`config.mk`:
```
export PLATFORM = sky130hd
export DESIGN_NAME = runirq_flags
export DESIGN_NICKNAME = d
export VERILOG_FILES = /design/src/rtl/runirq_pkg.sv /design/src/rtl/runirq_bank.sv /design/src/rtl/runirq_prio.sv /design/src/rtl/runirq_flags.sv
export SDC_FILE = /design/constraint.sdc
export NUM_CORES = 1
export LEC_CHECK = 0
export CORE_UTILIZATION = 35
export DETAILED_ROUTE_END_ITERATION = 6
export PLACE_DENSITY = 0.79
export SLEW_MARGIN = 20
export SYNTH_ARGS = -nofsm -noshare
export SYNTH_HDL_FRONTEND = slang
export SYNTH_SLANG_ARGS = --single-unit
export TNS_END_PERCENT = 20
```
`constraint.sdc`:
```
create_clock -name clk -period 1.4 [get_ports clk]
set_input_delay 0.21 -clock clk [delete_from_list [all_inputs] [get_ports clk]]
set_output_delay 0.21 -clock clk [all_outputs]
set_load 0.01 [all_outputs]
```
`src/rtl/runirq_pkg.sv`:
```
package runirq_pkg;
  // word layout
  localparam int WORD_W  = 16;
  localparam int REQ_N   = 10;   // request flags, MSB-first index 0..REQ_N-1
  localparam int STAT_N  = 5;    // status flags at the bottom of the word
  localparam int NUM_W   = 6;    // service-number width
  localparam int EXT_IDX = 8;    // external interrupt request index
  localparam int RSV_N   = WORD_W - REQ_N - STAT_N;

  // word bit that holds a request index
  function automatic int req_bit(input int idx);
    return WORD_W - 1 - idx;
  endfunction
endpackage

```
`src/rtl/runirq_bank.sv`:
```
// A bank of set/clear flag cells; a set beats a clear on the same bit.
module runirq_bank #(
  parameter int N = 4
) (
  input  logic         clk,
  input  logic         rst_n,
  input  logic [N-1:0] set_i,
  input  logic [N-1:0] clr_i,
  output logic [N-1:0] q_o
);
  for (genvar k = 0; k < N; k++) begin : g_cell
    logic bit_q;
    always_ff @(posedge clk) begin
      if (!rst_n)         bit_q <= 1'b0;
      else if (set_i[k])  bit_q <= 1'b1;
      else if (clr_i[k])  bit_q <= 1'b0;
    end
    assign q_o[k] = bit_q;
  end
endmodule

```
`src/rtl/runirq_prio.sv`:
```
// Picks the lowest index among active requests (index 0 wins).
module runirq_prio #(
  parameter int N     = 10,
  parameter int NUM_W = 6
) (
  input  logic [N-1:0]     req_i,
  output logic             any_o,
  output logic [NUM_W-1:0] idx_o
);
  always_comb begin
    idx_o = '0;
    for (int i = N - 1; i >= 0; i--) begin
      if (req_i[i]) idx_o = NUM_W'(i);
    end
  end
  assign any_o = |req_i;
endmodule

```
`src/rtl/runirq_flags.sv`:
```
module runirq_flags
  import runirq_pkg::*;
(
  input  logic              clk,
  input  logic              rst_n,
  input  logic [REQ_N-1:0]  req_set_i,
  input  logic              ovf_i,
  input  logic [STAT_N-1:0] stat_set_i,
  input  logic [WORD_W-1:0] clr_i,
  output logic [WORD_W-1:0] flags_o,
  output logic              irq_pend_o,
  output logic [NUM_W-1:0]  irq_num_o,
  output logic              irq_ext_o
);
  localparam int RSV_LO = STAT_N;

  logic [REQ_N-1:0]  req_set, req_clr, req_q;
  logic [STAT_N-1:0] stat_q;
  logic              sel_any;
  logic [NUM_W-1:0]  sel_idx;

  // request index i lives at word bit WORD_W-1-i
  for (genvar i = 0; i < REQ_N; i++) begin : g_req_map
    if (i == 0) begin : g_ovf
      assign req_set[i] = req_set_i[i] | ovf_i;
    end else begin : g_plain
      assign req_set[i] = req_set_i[i];
    end
    assign req_clr[i]              = clr_i[req_bit(i)];
    assign flags_o[req_bit(i)]     = req_q[i];
  end

  runirq_bank #(.N(REQ_N)) u_req_bank (
    .clk   (clk),
    .rst_n (rst_n),
    .set_i (req_set),
    .clr_i (req_clr),
    .q_o   (req_q)
  );

  runirq_bank #(.N(STAT_N)) u_stat_bank (
    .clk   (clk),
    .rst_n (rst_n),
    .set_i (stat_set_i),
    .clr_i (clr_i[STAT_N-1:0]),
    .q_o   (stat_q)
  );
  assign flags_o[STAT_N-1:0] = stat_q;

  // reserved bits carry no storage; their strobes act on nothing
  for (genvar r = 0; r < RSV_N; r++) begin : g_rsv
    assign flags_o[RSV_LO + r] = clr_i[RSV_LO + r] & 1'b0;
  end

  runirq_prio #(.N(REQ_N), .NUM_W(NUM_W)) u_prio (
    .req_i (req_q),
    .any_o (sel_any),
    .idx_o (sel_idx)
  );

  always_ff @(posedge clk) begin
    if (!rst_n) begin
      irq_pend_o <= 1'b0;
      irq_num_o  <= '0;
      irq_ext_o  <= 1'b0;
    end else begin
      irq_pend_o <= sel_any;
      irq_num_o  <= sel_idx;
      irq_ext_o  <= sel_any && (sel_idx == NUM_W'(EXT_IDX));
    end
  end
endmodule

```
==> flow_summary.json <==
{
  "status": "finished, final reports clean",
  "synth_area_um2": 876,
  "cp_max_fo": 5,
  "p_total_mw": 1.19,
  "r2r-end": "irq_ext_o$_SDFF_PN0_",
  "synth_cell_types": 18,
  "hold_viol": 0,
  "p_leak_nw": 0.755,
  "cp_cell_sequence": "nor4_2 -> nand2_1 -> nor3_2 -> and2_1",
  "ff2ff_path_depth": 4,
  "initial_core_util_pct": 38.5,
  "min_period_ns": 1.23,
  "finalMaxSlewViolations": 0,
  "gr-usage-all-layers_pct": 16.0,
  "hp-class": "flip-flop to flip-flop",
  "netlist_top_cells_area": "dfxtp_1 48%, buf_4 15%, a21oi_1 9.7%",
  "synth-seq-cells": 21,
  "setup.worst_path.end": "irq_ext_o$_SDFF_PN0_",
  "utilization_pct": 60.3,
  "r2r-start": "u_req_bank.g_cell[7].bit_q$_SDFFE_PN0P_",
  "core.rowCount": 17,
  "ios": 58,
  "ys_seq_area_share_pct": 48.0,
  "p_per_area_mw_per_mm2": 867,
  "cts_tree": "done",
  "synthArstFlopShare_pct": 0,
  "wl_mm": 1.86,
  "drt_pass1_iterations": 4,
  "synth_enable_flop_cells": 0,
  "cp.arrival_ns": 1.49,
  "cts_buffer_depth": 2,
  "ir_worst_vdd_mv": 0.861,
  "cts.sinks": 21,
  "core_area_mm2": 0.00228,
  "cts_setup_buffers": 0,
  "ant_nets": 0,
  "antenna_cells": 0,
  "setup-violations-final": 0,
  "r2r_slack_ns": 0.17,
  "grt_pass1_vias": 751,
  "clock_latency_ns": 0.30,
  "drc_errors": 0,
  "synth_common_cells": "21 x dfxtp_1, 21 x nor2_1, 18 x buf_4",
  "wire_per_inst_um": 10.4,
  "route.detailed.vias_per_inst": 4.46,
  "end_kind": "flip-flop",
  "fin_cells": 178,
  "ctsHoldBuffers": 0,
  "cp-startpoint": "u_req_bank.g_cell[7].bit_q$_SDFFE_PN0P_",
  "die_w_um": 52.0,
  "syn_inst": 108,
  "dp_cells": 174,
  "max_stage_delay_ns": 0.37,
  "antenna_found_initial": 0,
  "dp_hpwl_mm": 1.56,
  "die_h_um": 52.0,
  "grt_pass1_wl_mm": 3.09,
  "overflow": 0,
  "fillers": 212,
  "max_freq_mhz": 811,
  "cts-root-buf": "clkbuf_4",
  "yosys.area.top_type": "dfxtp_1",
  "cpMaxStageDelayCell": "nor4_2",
  "grt_setup_unrepaired": "no",
  "gp_congestion": 0.800,
  "vias": 794,
  "fin_crit_sh_pct": 88.0,
  "critPathLaunchType": "flip-flop",
  "avgSynthCellArea_um2": 8.11,
  "critical_path_class": "flip-flop to flip-flop",
  "numCtsBuffers": 3,
  "fin_setup_tns_ns": 0,
  "fin_worst_skew_ns": 0.000404,
  "drive_gt1_share_pct": 11.3,
  "required_ns": 1.65,
  "synthFlopType": "dfxtp_1",
  "die-area_mm2": 0.00271,
  "yosysTopAreaCellShare_pct": 48.0,
  "io_buffers": 53,
  "path_clk_slew_ns": 0.11,
  "grt_max_degree": 13,
  "htreeDepth": 1,
  "synth_warnings": 0,
  "areaGrowthSynthToFinish_pct": 56.6,
  "drtIter0Drc": 9,
  "maxCapViolCount": 0,
  "num-nets-final": 185
}
==> layout make-up <==
type                            instances  area, um^2  share of cell area [%]
Sequential cell                        21         432                    31.5
Inverter                               17        63.8                    4.65
Multi-Input combinational cell         53         260                    19.0
Clock buffer                            3        22.5                    1.64
Clock inverter                          1        5.00                   0.365
Timing Repair Buffer                   55         553                    40.3
Tap cell                               28        35.0                    2.55
==> cell usage in the layout, fill, tap and decap left out <==
cell type / count
nor4_2: 1
inv_1: 16
and2_1: 1
clkbuf_4: 3
dfxtp_1: 12
o31ai_1: 1
nor4_1: 1
o21ai_0: 1
a21oi_1: 17
nand2b_1: 2
clkinv_1: 1
dfxtp_2: 9
buf_4: 2
clkdlybuf4s50_1: 32
a221oi_1: 1
clkinv_2: 1
conb_1: 3
nor2_1: 21
nand2_1: 2
a41oi_1: 1
nor3_2: 1
dlygate4sd2_1: 12
dlymetal6s2s_1: 9
==> state kept, by name (all words and copies together) (netlist names) <==
name                      flops
u_req_bank.g_cell.bit_q      10
u_stat_bank.g_cell.bit_q      5
irq_pend_o                    1
irq_ext_o                     1
irq_num_o                     4
==> worst min path at each step <==
stage,startpoint,end,slack (ns),cells past startpoint
after global routing,req_set_i[3],u_req_bank.g_cell[3].bit_q$_SDFFE_PN0P_,0.48,3
after global placement,u_stat_bank.g_cell[1].bit_q$_SDFFE_PN0P_,u_stat_bank.g_cell[1].bit_q$_SDFFE_PN0P_,0.46,2
final,u_req_bank.g_cell[3].bit_q$_SDFFE_PN0P_,irq_num_o[2]$_SDFF_PN0_,0.47,1
after detailed placement,u_stat_bank.g_cell[4].bit_q$_SDFFE_PN0P_,u_stat_bank.g_cell[4].bit_q$_SDFFE_PN0P_,0.48,2
after CTS,u_req_bank.g_cell[3].bit_q$_SDFFE_PN0P_,irq_num_o[2]$_SDFF_PN0_,0.47,1
after floorplan,req_set_i[1],u_req_bank.g_cell[1].bit_q$_SDFFE_PN0P_,0.33,2
==> through the flow <==
| stage | setup WS, ns | hold WS [ns] | area, um^2 |
|---|---|---|---|
| finish | 0.168 | 0.473 | 1370 |
| global route | 0.0301 | 0.482 | 1370 |
| CTS | -0.0449 | 0.474 | 1350 |
| detailed placement | 0.143 | 0.485 | 1330 |
| global placement | 0.180 | 0.463 | 1330 |
| floorplan | 0.292 | 0.327 | 883 |
==> report_power, final <==
group	total, mW	internal, mW	switching, mW
combinational	0.242	0.151	0.0908
sequential	0.667	0.638	0.0290
clock	0.281	0.107	0.175
total	1.19	0.895	0.294
==> timing repair <==
action / in CTS / in global routing
gates resized for setup: 21 / 9
setup endpoints to repair: 13 / 9
pin swaps: 0 / 0
==> worst max-delay path, delay by kind of cell (launching register included) <==
kind	cells	cell delay (ns)
simple gates	4	0.84
flops	1	0.36
==> routing by layer <==
| layer | routed length, um | track usage [%] |
|---|---|---|
| met5 | 0 | 0 |
| met1 | 706 | 15.6 |
| met2 | 989 | 30.6 |
| met3 | 146 | 5.26 |
| met4 | 17 | 5.41 |
==> cell families after synthesis <==
group / synth area share [%]
AO/OA/AOI/OAI: 13.1
buffers and inverters: 23.1
flip-flops: 48.0
other: 0.428
AND/OR/NAND/NOR: 15.3
Power figures use the tool's default switching activity.
